`config.mk`:
```
export PLATFORM = sky130hd
export DESIGN_NAME = mgmt_c22_master
export DESIGN_NICKNAME = d
export VERILOG_FILES = /design/src/rtl/mgmt_c22_pkg.sv /design/src/rtl/mgmt_c22_clkgen.sv /design/src/rtl/mgmt_c22_shifter.sv /design/src/rtl/mgmt_c22_master.sv
export SDC_FILE = /design/constraint.sdc
export NUM_CORES = 1
export LEC_CHECK = 0
export CORE_ASPECT_RATIO = 1.5
export CORE_MARGIN = 2
export CORE_UTILIZATION = 55
export CTS_CLUSTER_SIZE = 10
export DETAILED_ROUTE_END_ITERATION = 10
export DONT_BUFFER_PORTS = 1
export MAX_ROUTING_LAYER = met4
export PLACE_DENSITY = 0.8
export SYNTH_ARGS = -nofsm -noshare
export SYNTH_HDL_FRONTEND = slang
export SYNTH_SLANG_ARGS = --single-unit
```
`constraint.sdc`:
```
create_clock -name clk -period 5.61 [get_ports clk]
set_input_delay 0.561 -clock clk [delete_from_list [all_inputs] [get_ports clk]]
set_output_delay 0.561 -clock clk [all_outputs]
set_load 0.1 [all_outputs]
```
`src/rtl/mgmt_c22_pkg.sv`:
```
package mgmt_c22_pkg;

    localparam int FRAME_BITS = 64;
    localparam int TA_FIRST   = 46;
    localparam int TA_LAST    = 47;
    localparam int DATA_FIRST = 48;

    localparam logic [1:0] OPC_READ  = 2'b10;
    localparam logic [1:0] OPC_WRITE = 2'b01;

    typedef struct packed {
        logic        rd;
        logic [4:0]  regad;
        logic [4:0]  phyad;
        logic [15:0] data;
    } cmd_t;

    function automatic logic [FRAME_BITS-1:0] build_frame(cmd_t c);
        return {32'hFFFF_FFFF, 2'b01,
                c.rd ? OPC_READ : OPC_WRITE,
                c.phyad, c.regad,
                c.rd ? 2'b11 : 2'b10,
                c.rd ? 16'h0000 : c.data};
    endfunction

endpackage

```
`src/rtl/mgmt_c22_clkgen.sv`:
```
module mgmt_c22_clkgen #(
    parameter int HALF = 10
) (
    input  logic clk,
    input  logic rst_n,
    input  logic run,
    output logic mdc,
    output logic rise,
    output logic fall
);
    localparam int CW = (HALF > 1) ? $clog2(HALF) : 1;

    typedef struct packed {
        logic [CW-1:0] cnt;
        logic          mdc;
    } gen_t;

    gen_t g_d, g_q;
    logic wrap;

    assign wrap = (g_q.cnt == CW'(HALF - 1));

    always_comb begin
        g_d  = g_q;
        rise = 1'b0;
        fall = 1'b0;
        if (!run) begin
            g_d = '0;
        end else if (wrap) begin
            g_d.cnt = '0;
            g_d.mdc = ~g_q.mdc;
            rise    = ~g_q.mdc;
            fall    = g_q.mdc;
        end else begin
            g_d.cnt = g_q.cnt + 1'b1;
        end
    end

    always_ff @(posedge clk or negedge rst_n) begin
        if (!rst_n) g_q <= '0;
        else        g_q <= g_d;
    end

    assign mdc = g_q.mdc;

endmodule

```
`src/rtl/mgmt_c22_shifter.sv`:
```
module mgmt_c22_shifter
    import mgmt_c22_pkg::*;
(
    input  logic        clk,
    input  logic        rst_n,
    input  logic        start,
    input  cmd_t        cmd,
    input  logic        rise,
    input  logic        fall,
    input  logic        mdio_i,
    output logic        active,
    output logic        mdio_o,
    output logic        mdio_oe,
    output logic        done,
    output logic [15:0] rx_data,
    output logic        ta_ok
);
    localparam int IW = $clog2(FRAME_BITS);

    typedef struct packed {
        logic                  active;
        logic                  rd;
        logic [IW-1:0]         idx;
        logic [FRAME_BITS-1:0] sh;
        logic [15:0]           rx;
        logic                  ta_ok;
    } shf_t;

    shf_t s_d, s_q;

    always_comb begin
        s_d  = s_q;
        done = 1'b0;
        if (!s_q.active) begin
            if (start) begin
                s_d.active = 1'b1;
                s_d.rd     = cmd.rd;
                s_d.idx    = '0;
                s_d.sh     = build_frame(cmd);
                s_d.rx     = '0;
                s_d.ta_ok  = 1'b0;
            end
        end else if (rise) begin
            if (s_q.rd && s_q.idx == IW'(TA_LAST))
                s_d.ta_ok = ~mdio_i;
            if (s_q.rd && s_q.idx >= IW'(DATA_FIRST))
                s_d.rx = {s_q.rx[14:0], mdio_i};
        end else if (fall) begin
            if (s_q.idx == IW'(FRAME_BITS - 1)) begin
                s_d.active = 1'b0;
                done       = 1'b1;
            end else begin
                s_d.idx = s_q.idx + 1'b1;
                s_d.sh  = {s_q.sh[FRAME_BITS-2:0], 1'b0};
            end
        end
    end

    always_ff @(posedge clk or negedge rst_n) begin
        if (!rst_n) s_q <= '0;
        else        s_q <= s_d;
    end

    assign active  = s_q.active;
    assign mdio_o  = s_q.active & s_q.sh[FRAME_BITS-1];
    assign mdio_oe = s_q.active & ~(s_q.rd && s_q.idx >= IW'(TA_FIRST));
    assign rx_data = s_q.rx;
    assign ta_ok   = s_q.ta_ok;

endmodule

```
`src/rtl/mgmt_c22_master.sv`:
```
module mgmt_c22_master
    import mgmt_c22_pkg::*;
#(
    parameter int MDC_HALF = 10,
    parameter int ADDR_W   = 8
) (
    input  logic              clk,
    input  logic              rst_n,
    input  logic              reg_we,
    input  logic [ADDR_W-1:0] reg_addr,
    input  logic [31:0]       reg_wdata,
    output logic [31:0]       reg_rdata,
    output logic              mdc,
    output logic              mdio_o,
    output logic              mdio_oe,
    input  logic              mdio_i,
    output logic              irq
);
    localparam logic [ADDR_W-1:0] OFF_CMD   = ADDR_W'(8'h00);
    localparam logic [ADDR_W-1:0] OFF_CAUSE = ADDR_W'(8'h7C);
    localparam logic [ADDR_W-1:0] OFF_MASK  = ADDR_W'(8'h80);
    localparam int                DONE_BIT  = 4;

    typedef struct packed {
        logic busy;
        logic valid;
        cmd_t cmd;
        logic cause;
        logic mask;
    } regs_t;

    regs_t r_d, r_q;

    logic        accept, run, rise, fall, done, ta_ok, shf_active;
    logic [15:0] rx_data;
    cmd_t        new_cmd;

    // Named views of register state for the bound checker.
    logic        st_busy, st_valid, st_cause, st_mask;
    logic [10:0] st_hdr;
    logic        unused_wdata;

    assign new_cmd = '{rd: reg_wdata[26], regad: reg_wdata[25:21],
                       phyad: reg_wdata[20:16], data: reg_wdata[15:0]};
    assign accept  = reg_we && (reg_addr == OFF_CMD) && !r_q.busy;
    assign run     = shf_active;

    mgmt_c22_clkgen #(.HALF(MDC_HALF)) u_clkgen (
        .clk(clk), .rst_n(rst_n), .run(run),
        .mdc(mdc), .rise(rise), .fall(fall)
    );

    mgmt_c22_shifter u_shifter (
        .clk(clk), .rst_n(rst_n), .start(accept), .cmd(new_cmd),
        .rise(rise), .fall(fall), .mdio_i(mdio_i),
        .active(shf_active), .mdio_o(mdio_o), .mdio_oe(mdio_oe),
        .done(done), .rx_data(rx_data), .ta_ok(ta_ok)
    );

    always_comb begin
        r_d = r_q;
        if (accept) begin
            r_d.busy  = 1'b1;
            r_d.valid = 1'b0;
            r_d.cmd   = new_cmd;
        end
        if (done) begin
            r_d.busy  = 1'b0;
            r_d.valid = r_q.cmd.rd & ta_ok;
            if (r_q.cmd.rd) r_d.cmd.data = rx_data;
        end
        if (reg_we && reg_addr == OFF_CAUSE)
            r_d.cause = r_q.cause & reg_wdata[DONE_BIT];
        if (done)
            r_d.cause = 1'b1;
        if (reg_we && reg_addr == OFF_MASK)
            r_d.mask = reg_wdata[DONE_BIT];
    end

    always_ff @(posedge clk or negedge rst_n) begin
        if (!rst_n) r_q <= '0;
        else        r_q <= r_d;
    end

    always_comb begin
        reg_rdata = '0;
        if (reg_addr == OFF_CMD)
            reg_rdata = {3'b000, r_q.busy, r_q.valid, r_q.cmd.rd,
                         r_q.cmd.regad, r_q.cmd.phyad, r_q.cmd.data};
        else if (reg_addr == OFF_CAUSE)
            reg_rdata[DONE_BIT] = r_q.cause;
        else if (reg_addr == OFF_MASK)
            reg_rdata[DONE_BIT] = r_q.mask;
    end

    assign irq          = r_q.cause & r_q.mask;
    assign st_busy      = r_q.busy;
    assign st_valid     = r_q.valid;
    assign st_cause     = r_q.cause;
    assign st_mask      = r_q.mask;
    assign st_hdr       = {r_q.cmd.rd, r_q.cmd.regad, r_q.cmd.phyad};
    assign unused_wdata = ^{reg_wdata[31:27], reg_wdata[3:0]};

endmodule

```
==> results by group, run 1 <==
Global route
  • Initial antenna violation count: 0
  • Remaining global-route overflow: 0
  • Vias in the first global route: between 4000 and 5000
  • Total track usage: 0.252
  • First-pass GRT wire length: 22400 um
  • Largest net degree at the start of global routing: 126

Logic synthesis
  • Synth Warn #: 0
  • Mapped cell area: approximately 0.0059 mm2
  • Fraction of registers with async set/reset: 1.00
  • EDFF count, synth: 0
  • Gate count of the mapped netlist: 617
  • Yosys reg bits: 125
  • Sequential area share after synthesis: 0.527
  • Cell variety after synth: 50
  • Syn avg cell area: 9.63 um2
  • Top FF cell, synth: dfrtp_1

Pwr
  • Pwr Total: 2050 uW
  • Max rail drop VDD: between 0.0002 and 0.00025 V
  • Power per cell area: between 300 and 400 mW/mm2
  • Leakage power: 0.00286 uW

Routing
  • Final WL: 13400 um
  • Post-DR wirelength/cell: around 18 um
  • Vias: 4547
  • Final antenna-violating net count: 0
  • 1st-iter DRT viols: 393
  • Drc violations: 0
  • DRT Pass-1 Iters: 5
  • Vias per cell: slightly above 6

Worst setup path
  • R2R cell count: 5
  • Required time of the worst setup path: 5910 ps
  • WP data arrival: 3500 ps
  • Reg2Reg Setup Slack: 2410 ps
  • Critical Path Sink Type: register
  • R2r startpoint: u_clkgen.mdc
  • Critical path class: reg -> reg
  • Startpoint class of the critical path: register
  • Worst R2R End: u_shifter.s_q[48]
  • Worst-path maximum fanout: 52

Timing
  • Slew Viols, Final: 0
  • Total negative setup slack: 0 ps
  • Final period utilization: 0.571
  • Slew @ Worst Pin: 1170 ps
  • Final setup fails: 0
  • Hold slack: 113 ps
  • Clk_skew: between 4 and 5 ps
  • Setup WS post-layout: 2410 ps
  • Tmin final: 3200 ps
  • Peak Freq: roughly 310 MHz
  • Unrepaired setup endpoints after global routing: no
  • Slew headroom: 0.219
  • Final hold vios: 0

Final layout
  • Share of layout cells above drive strength 1: 0.109
  • Most frequent cells in the layout: dfrtp_1 (124), nor2_1 (80), nand2_1 (58)
  • # fillers: about 780
  • Leading cell type in the layout, fill and taps excluded: dfrtp_1
  • P&R area growth vs syn: 10.5%
  • Nets@finish: 642
  • Layout Cells excl Fill: 752
  • Ant diodes: 0

Place
  • RePlAce Congestion: 0.808
  • Placed Instances: 719
  • PortBufs: 0
  • Dpl ws: 2420 ps
  • Hpwl dp: 8230 um

Clock tree
  • Post-cts resize count: 0
  • Setup bufs post-CTS: 0
  • Maximum clock path buffer count: 2
  • Clk_lat worst skew: between 400 and 500 ps
  • Sink Count: about 130
  • Clock tree root buffer cell: clkbuf_16
  • Clock-pin slew on the worst setup and hold paths: 50 ps
  • TritonCTS Buffers: 17
  • CTS tree: yes
  • H-tree depth: 4

Flow run
  • Max Cap Violations: 0

Floorplanning
  • Cell Rows: 46
  • I/O pins: 80
  • Core Area: roughly 0.011 mm2
  • Die area: 0.0117 mm2
  • DIE HEIGHT: 131 um
  • Initial core utilization: 0.564
  • Die width: just under 90 um

Run status
  • Outcome: complete, no violations

Min path
  • Min-Delay Path Class: in -> async
-- Yosys cell counts, types with 5 or more instances --
cell,number,area share
clkbuf_1,23,0.015
o21ai_1,15,0.013
a221o_1,14,0.024
nand2_1,58,0.037
and3_1,13,0.014
buf_2,17,0.014
mux2i_1,17,0.029
and2_1,31,0.033
nor3_1,17,0.014
a21oi_1,21,0.018
nand3_1,42,0.035
a22oi_1,16,0.020
nor2_1,80,0.051
mux2_2,13,0.025
or3_1,5,0.0053
dfrtp_1,125,0.53
o21ai_0,56,0.047
-- per-layer routing --
metal | track usage | vias to the layer above | share of wire
met3 | 0.0678 | 29 | 0.049
li1 | - | 2111 | -
met5 | - | - | 0
met1 | 0.313 | 2274 | 0.41
met2 | 0.397 | 133 | 0.52
met4 | 0.0816 | 0 | 0.021
-- cells by family after synthesis --
logic type / count (synthesis) / share of synthesized area
adders and majority gates: 3 / 0.00632
buffers and inverters: 55 / 0.0465
and+or+nand+nor: 266 / 0.222
muxes: 30 / 0.0533
AOI/OAI and AO/OA: 135 / 0.142
xor gates and xnor gates: 2 / 0.00295
other: 1 / 0.000631
DFF: 125 / 0.527
-- what timing repair did --
| action | in CTS | in global routing |
|---|---|---|
| hold buffers | 1 | 0 |
| endpoints found under the hold margin | 125 | 0 |
| endpoints found under the setup margin | 0 | 0 |
-- final cells by class --
type | instances | area [um2] | share of cell area
multi-input combinational | 439 | 2580 | 0.393
timing repair buffer | 9 | 87.6 | 0.0133
clock inverter | 7 | 85.1 | 0.0130
clock buffer | 25 | 495 | 0.0755
tap | 144 | 180 | 0.0274
sequential | 125 | 3130 | 0.477
inverter | 3 | 11.3 | 0.00171
-- state kept, by name, indices dropped and copies added, names as in the netlist --
| signal | cells |
|---|---|
| r_q | 27 |
| st_busy | 1 |
| st_cause | 1 |
| st_mask | 1 |
| st_valid | 1 |
| u_clkgen.g_q | 4 |
| u_clkgen.mdc | 1 |
| u_shifter.active | 1 |
| u_shifter.rx_data | 16 |
| u_shifter.s_q | 71 |
| u_shifter.ta_ok | 1 |
-- metrics by stage --
| stage | utilization | cell area (um2) |
|---|---|---|
| after CTS | 0.623 | 6570 |
| after global placement | 0.566 | 5960 |
| after floorplan | - | 5950 |
| after detailed placement | 0.566 | 5960 |
| final | 0.623 | 6570 |
| after global routing | 0.623 | 6570 |
-- worst max-delay path, stage by stage, from the launching register on --
cell,delay [ps]
dfrtp_1,1000
nand2_1,320
a311oi_4,670
buf_4,570
nor2_1,170
a221o_1,330
-- worst max-delay path by stage --
| stage | depth (start not counted) | slack [ps] | to | startpoint |
|---|---|---|---|---|
| floorplan | 5 | 2100 | reg_rdata[4] | reg_addr[3] |
| global placement | 5 | 2440 | u_shifter.s_q[48] | u_clkgen.mdc |
| detailed placement | 5 | 2420 | u_shifter.s_q[48] | u_clkgen.mdc |
| CTS | 5 | 2400 | u_shifter.s_q[48] | u_clkgen.mdc |
| global route | 5 | 2260 | u_shifter.s_q[48] | u_clkgen.mdc |
| finish | 5 | 2410 | u_shifter.s_q[48] | u_clkgen.mdc |
-- report_power, final --
part	internal, uW	total, uW	switching [uW]	leakage (uW)
Clock	697	1080	379	0.000291
Combinational	11.9	53.7	41.8	0.00120
Sequential	917	925	7.55	0.00137
Power figures use the tool's default switching activity.
==> run 2: changes to the inputs <==
Settings changed: PLACE_DENSITY 0.8 to 0.83.
Clock period 5.61 ns to 2.74 ns, I/O delays scaled along.
==> results by group, run 2 (same netlist as run 1, synthesis figures left out) <==
Run status
  • Outcome: complete, but fails checks
  • Violated checks: negative hold slack

Floorplanning
  • Cell Rows: 46 (unchanged)
  • Initial core utilization: 0.564 (unchanged)
  • Die area: 0.0117 mm2 (unchanged)
  • Core Area: 0.0105 mm2 (unchanged)
  • DIE HEIGHT: 131 um (unchanged)
  • I/O pins: 80 (unchanged)
  • Die width: 88.9 um (unchanged)

Global route
  • First-pass GRT wire length: 25700 um (+15%)
  • Largest net degree at the start of global routing: 126 (unchanged)
  • Initial antenna violation count: 0 (unchanged)
  • Vias in the first global route: 5215 (+16%)
  • Total track usage: 0.291 (+0.0393)
  • Remaining global-route overflow: 0 (unchanged)

Routing
  • DRT Pass-1 Iters: 6 (+1)
  • Final WL: 15300 um (+14%)
  • Vias: 4972 (+9.3%)
  • Vias per cell: 6.20 (+2.5%)
  • Drc violations: 0 (unchanged)
  • Final antenna-violating net count: 0 (unchanged)
  • 1st-iter DRT viols: 548 (+39%)
  • Post-DR wirelength/cell: 19.1 um (+6.8%)

Final layout
  • Biggest register: u_shifter.s_q
  • Most frequent cells in the layout: dfrtp_1 (124), nor2_1 (80), nand2_1 (58)
  • P&R area growth vs syn: 21.9%
  • Finished Cell Area: 0.00724 mm2 (+10%)
  • Nets@finish: 692 (+7.8%)
  • Ant diodes: 0 (unchanged)
  • Layout Cells excl Fill: 802 (+6.6%)
  • Leading cell type in the layout, fill and taps excluded: dfrtp_1
  • Share of layout cells above drive strength 1: 0.160 (+0.0510)
  • Max reg flops: 71 (unchanged)

Timing
  • Peak Freq: 411 MHz (+32%)
  • Final setup fails: 0 (unchanged)
  • Slew headroom: 0.362 (+0.143)
  • Unrepaired setup endpoints after global routing: no
  • Final period utilization: 0.887 (+0.316)
  • Clk_skew: 5.99 ps (+1.57 ps)
  • Slew @ Worst Pin: 964 ps (-208 ps)
  • Slew Viols, Final: 0 (unchanged)
  • Final hold vios: 125 (+125)
  • Total negative setup slack: 0 ps (unchanged)
  • Tmin final: 2430 ps (-771 ps)
  • Hold slack: -449 ps (-562 ps)

Worst setup path
  • Critical Path Sink Type: register
  • WP data arrival: 2730 ps (-770 ps)
  • Startpoint class of the critical path: register
  • Reg2Reg Setup Slack: 310 ps (-2100 ps)
  • Required time of the worst setup path: 3040 ps (-2870 ps)
  • Worst-path maximum fanout: 19 (-63%)
  • Critical path class: reg -> reg

Place
  • Placed Instances: 756 (+5.1%)
  • Hpwl dp: 9180 um (+12%)
  • Post-DP Area: 0.00652 mm2 (+9.5%)
  • PortBufs: 0 (unchanged)
  • RePlAce Congestion: 0.809 (+0.21%)

Clock tree
  • Clock tree root buffer cell: clkbuf_16
  • Post-cts resize count: 0 (unchanged)
  • H-tree depth: 4 (unchanged)
  • Setup bufs post-CTS: 0 (unchanged)
  • Clock-pin slew on the worst setup and hold paths: 60 ps (about the same)
  • CTS hold repair buffers: 14 (+13)
  • TritonCTS Buffers: 17 (unchanged)
  • CTS tree: yes
  • Maximum clock path buffer count: 2 (unchanged)
  • Clk_lat worst skew: 420 ps (about the same)
  • Sink Count: 125 (unchanged)

Pwr
  • Leakage power: 0.00315 uW (+10%)
  • Power per cell area: 576 mW/mm2 (+84%)
  • Max rail drop VDD: 0.000526 V (+110%)

Min path
  • Min-Delay Path Class: in -> async

Flow run
  • Max Cap Violations: 0 (unchanged)
run 2: cell count changes in the layout (fill, tap and decap cells not counted):
cell and change:
buf_16 -1, clkbuf_1 -3, clkinv_2 +1, clkbuf_8 -2, buf_4 +14, clkinvlp_4 +4
buf_12 +23, dlygate4sd3_1 +14
run 2: worst paths after layout:
path                       cells after the start                   end              start
max                                            6     u_shifter.s_q[46]  u_shifter.s_q[82]
min                                            0     u_shifter.s_q[65]              rst_n
max reg2reg                                    6     u_shifter.s_q[46]  u_shifter.s_q[82]
min reg2reg                                    2               r_q[23]            r_q[23]
max in group asynchronous                      0     u_shifter.s_q[35]              rst_n
min in group clk                               2  u_shifter.rx_data[0]             mdio_i
run 2: final cells by class:
cell class | count | area, um2
fill | 706 | 3290
inverter | 3 | 11.3
sequential | 125 | 3130
clock buffer | 20 | 457
multi-input combinational | 439 | 2580
tap | 144 | 180
timing repair buffer | 59 | 766
clock inverter | 12 | 120
run 2: power breakdown:
group	total, uW	switching [uW]	internal, uW
Sequential	1900	20.6	1880
Combinational	89.3	53.8	35.5
Clock	2180	808	1370
run 2: worst max-delay path: stages, from the launching register on:
cell and delay, ps:
dfrtp_1 440, ha_1 260, and3_1 260, a311oi_4 320, buf_4 310, mux2_2 380
a221o_1 350
run 2: metrics by stage:
stage / util / total power [uW] / setup WS, ps
after global routing: 0.687 / 4280 / 246
final: 0.687 / 4170 / 310
after CTS: 0.687 / 4190 / 323
after global placement: 0.619 / 1990 / 452
after detailed placement: 0.619 / 2000 / 390
after floorplan: - / 1990 / 29.6
run 2: layer usage:
layer | global-route usage | up-vias | part of all wire
li1 | - | 2206 | -
met1 | 0.345 | 2487 | 0.38
met2 | 0.459 | 223 | 0.53
met3 | 0.0597 | 56 | 0.059
met4 | 0.151 | 0 | 0.039
met5 | - | - | 0
==> run 3: changes to the inputs <==
Settings changed: CORE_ASPECT_RATIO 1.5 to 0.7, GPL_TIMING_DRIVEN set to 0.
==> results by group, run 3 (same netlist as run 1, synthesis figures left out) <==
Worst setup path
  • Startpoint class of the critical path: input pin
  • Critical Path Sink Type: output port
  • Required time of the worst setup path: 2470 ps (-570 ps)
  • Critical path class: in -> out
  • Worst-path maximum fanout: 10 (-9)
  • WP data arrival: 2410 ps (-320 ps)

Routing
  • 1st-iter DRT viols: 539 (-1.6%)
  • Drc violations: 0 (unchanged)
  • Final WL: 15400 um (+0.76%)
  • Post-DR wirelength/cell: 19.3 um (+1.4%)
  • Final antenna-violating net count: 0 (unchanged)
  • Vias: 5009 (+0.74%)
  • DRT Pass-1 Iters: 5 (-1)
  • Vias per cell: 6.28 (+1.4%)

Clock tree
  • CTS tree: yes
  • Maximum clock path buffer count: 2 (unchanged)
  • Setup bufs post-CTS: 0 (unchanged)
  • Clock-pin slew on the worst setup and hold paths: 60 ps (about the same)
  • Clk_lat worst skew: 420 ps (about the same)
  • CTS hold repair buffers: 14 (unchanged)
  • Sink Count: 125 (unchanged)
  • Clock tree root buffer cell: clkbuf_16
  • TritonCTS Buffers: 17 (unchanged)
  • H-tree depth: 4 (unchanged)

Pwr
  • Max rail drop VDD: 0.000531 V (+1.1%)
  • Internal Power: 3460 uW (+5.4%)
  • Power per cell area: 626 mW/mm2 (+8.7%)
  • Leakage power: 0.00307 uW (-2.5%)
  • Psw: 896 uW (+1.5%)
  • Gate power share: 0.022 (about the same)
  • Power share of the sequential group: 0.435 (-0.020)
  • Pwr Total: 4360 uW (+4.5%)
  • Sw frac: 0.206 (-0.00617)
  • Clock share of power: 0.543 (+0.020)

Place
  • Post-DP Area: 0.00612 mm2 (-6.1%)
  • RePlAce Congestion: 0.930 (+15%)
  • PortBufs: 0 (unchanged)
  • Hpwl dp: 10200 um (+11%)
  • Dpl ws: -411 ps (-801 ps)

Floorplanning
  • Die area: 0.0117 mm2 (about the same)
  • Initial core utilization: 0.569 (+0.00534)
  • I/O pins: 80 (unchanged)
  • Cell Rows: 31 (-33%)
  • Die width: 128 um (+44%)
  • DIE HEIGHT: 91.0 um (-31%)
  • Core Area: 0.0104 mm2 (-0.94%)

Timing
  • Setup WS post-layout: 60.1 ps (-250 ps)
  • Final hold vios: 125 (unchanged)
  • Tmin final: 2680 ps (+250 ps)
  • Hold slack: -444 ps (+4.28 ps)
  • Unrepaired setup endpoints after global routing: no
  • Slew @ Worst Pin: 1200 ps (+237 ps)
  • Final setup fails: 0 (unchanged)
  • Clk_skew: 7.14 ps (+1.15 ps)
  • Slew headroom: 0.200 (-0.162)
  • Slew Viols, Final: 0 (unchanged)
  • Peak Freq: 373 MHz (-9.3%)
  • Final period utilization: 0.978 (+0.0911)

Global route
  • Remaining global-route overflow: 0 (unchanged)
  • Largest net degree at the start of global routing: 126 (unchanged)
  • Total track usage: 0.282 (-0.00901)
  • First-pass GRT wire length: 24500 um (-4.4%)
  • Initial antenna violation count: 0 (unchanged)
  • Vias in the first global route: 4768 (-8.6%)

Final layout
  • Leading cell type in the layout, fill and taps excluded: dfrtp_1
  • P&R area growth vs syn: 17.2%
  • Max reg flops: 71 (unchanged)
  • Biggest register: u_shifter.s_q
  • Finished Cell Area: 0.00696 mm2 (-3.8%)
  • Nets@finish: 699 (+1.0%)
  • Ant diodes: 0 (unchanged)
  • Most frequent cells in the layout: dfrtp_1 (124), nor2_1 (80), nand2_1 (58)
  • Share of layout cells above drive strength 1: 0.164 (+0.00434)

Flow run
  • Max Cap Violations: 0 (unchanged)

Run status
  • Outcome: complete, but fails checks
  • Violated checks: negative hold slack

Min path
  • Min-Delay Path Class: in -> async
run 3: per-stage QoR:
stage	util	instances	TNS, ps
2_1_floorplan	-	619	0
5_1_grt	0.667	797	0
3_5_place_dp	0.587	751	-15810
3_3_place_gp	0.586	751	-9550
4_1_cts	0.664	797	-748
6_report	0.667	797	0
run 3: timing repair:
action / CTS / global route
setup endpoints to repair: 79 / 23
resized for setup: 15 / 26
endpoints found under the hold margin: 141 / 125
run 3: worst paths after layout:
| check | startpoint | to | slack [ps] | cells after the start |
|---|---|---|---|---|
| setup / recovery | reg_addr[3] | reg_rdata[15] | 60 | 5 |
| hold / removal | rst_n | u_shifter.s_q[73] | -440 | 0 |
| setup reg to reg | u_shifter.s_q[82] | u_shifter.s_q[43] | 100 | 6 |
| hold reg to reg | r_q[18] | r_q[18] | 480 | 2 |
| max in group asynchronous | rst_n | u_shifter.s_q[20] | 2980 | 0 |
| min in group clk | reg_we | st_busy | 30 | 2 |
run 3: per-layer routing:
metal,global-route usage,wire (um)
met1,0.383,6580
met2,0.399,6950
met3,0.0902,1580
met4,0.101,314
met5,-,0
run 3: area by class of cell:
| cell class | instances | area [um2] |
|---|---|---|
| fillers | 750 | 3470 |
| flip-flops and latches | 125 | 3130 |
| multi-input cells | 439 | 2620 |
| clock buffers | 22 | 494 |
| plain buffers | 52 | 269 |
| well taps | 132 | 165 |
| repair buffers | 14 | 140 |
| clock inverters | 10 | 134 |
| inverters | 3 | 11.3 |
run 3: power by group through the flow:
| stage | Sequential, uW | Combinational, uW | Clock [uW] |
|---|---|---|---|
| after floorplan | 1920 | 67.2 | 0 |
| after global placement | 1920 | 74.0 | 0 |
| after detailed placement | 1920 | 76.5 | 0 |
| after CTS | 1890 | 95.9 | 2380 |
| after global routing | 1900 | 106 | 2480 |
| final | 1890 | 97.7 | 2370 |
run 3: critical path, stage by stage:
cell      delay, ps
or4_4           520
buf_6           160
nor3_1          220
clkbuf_1        370
and2_1          860
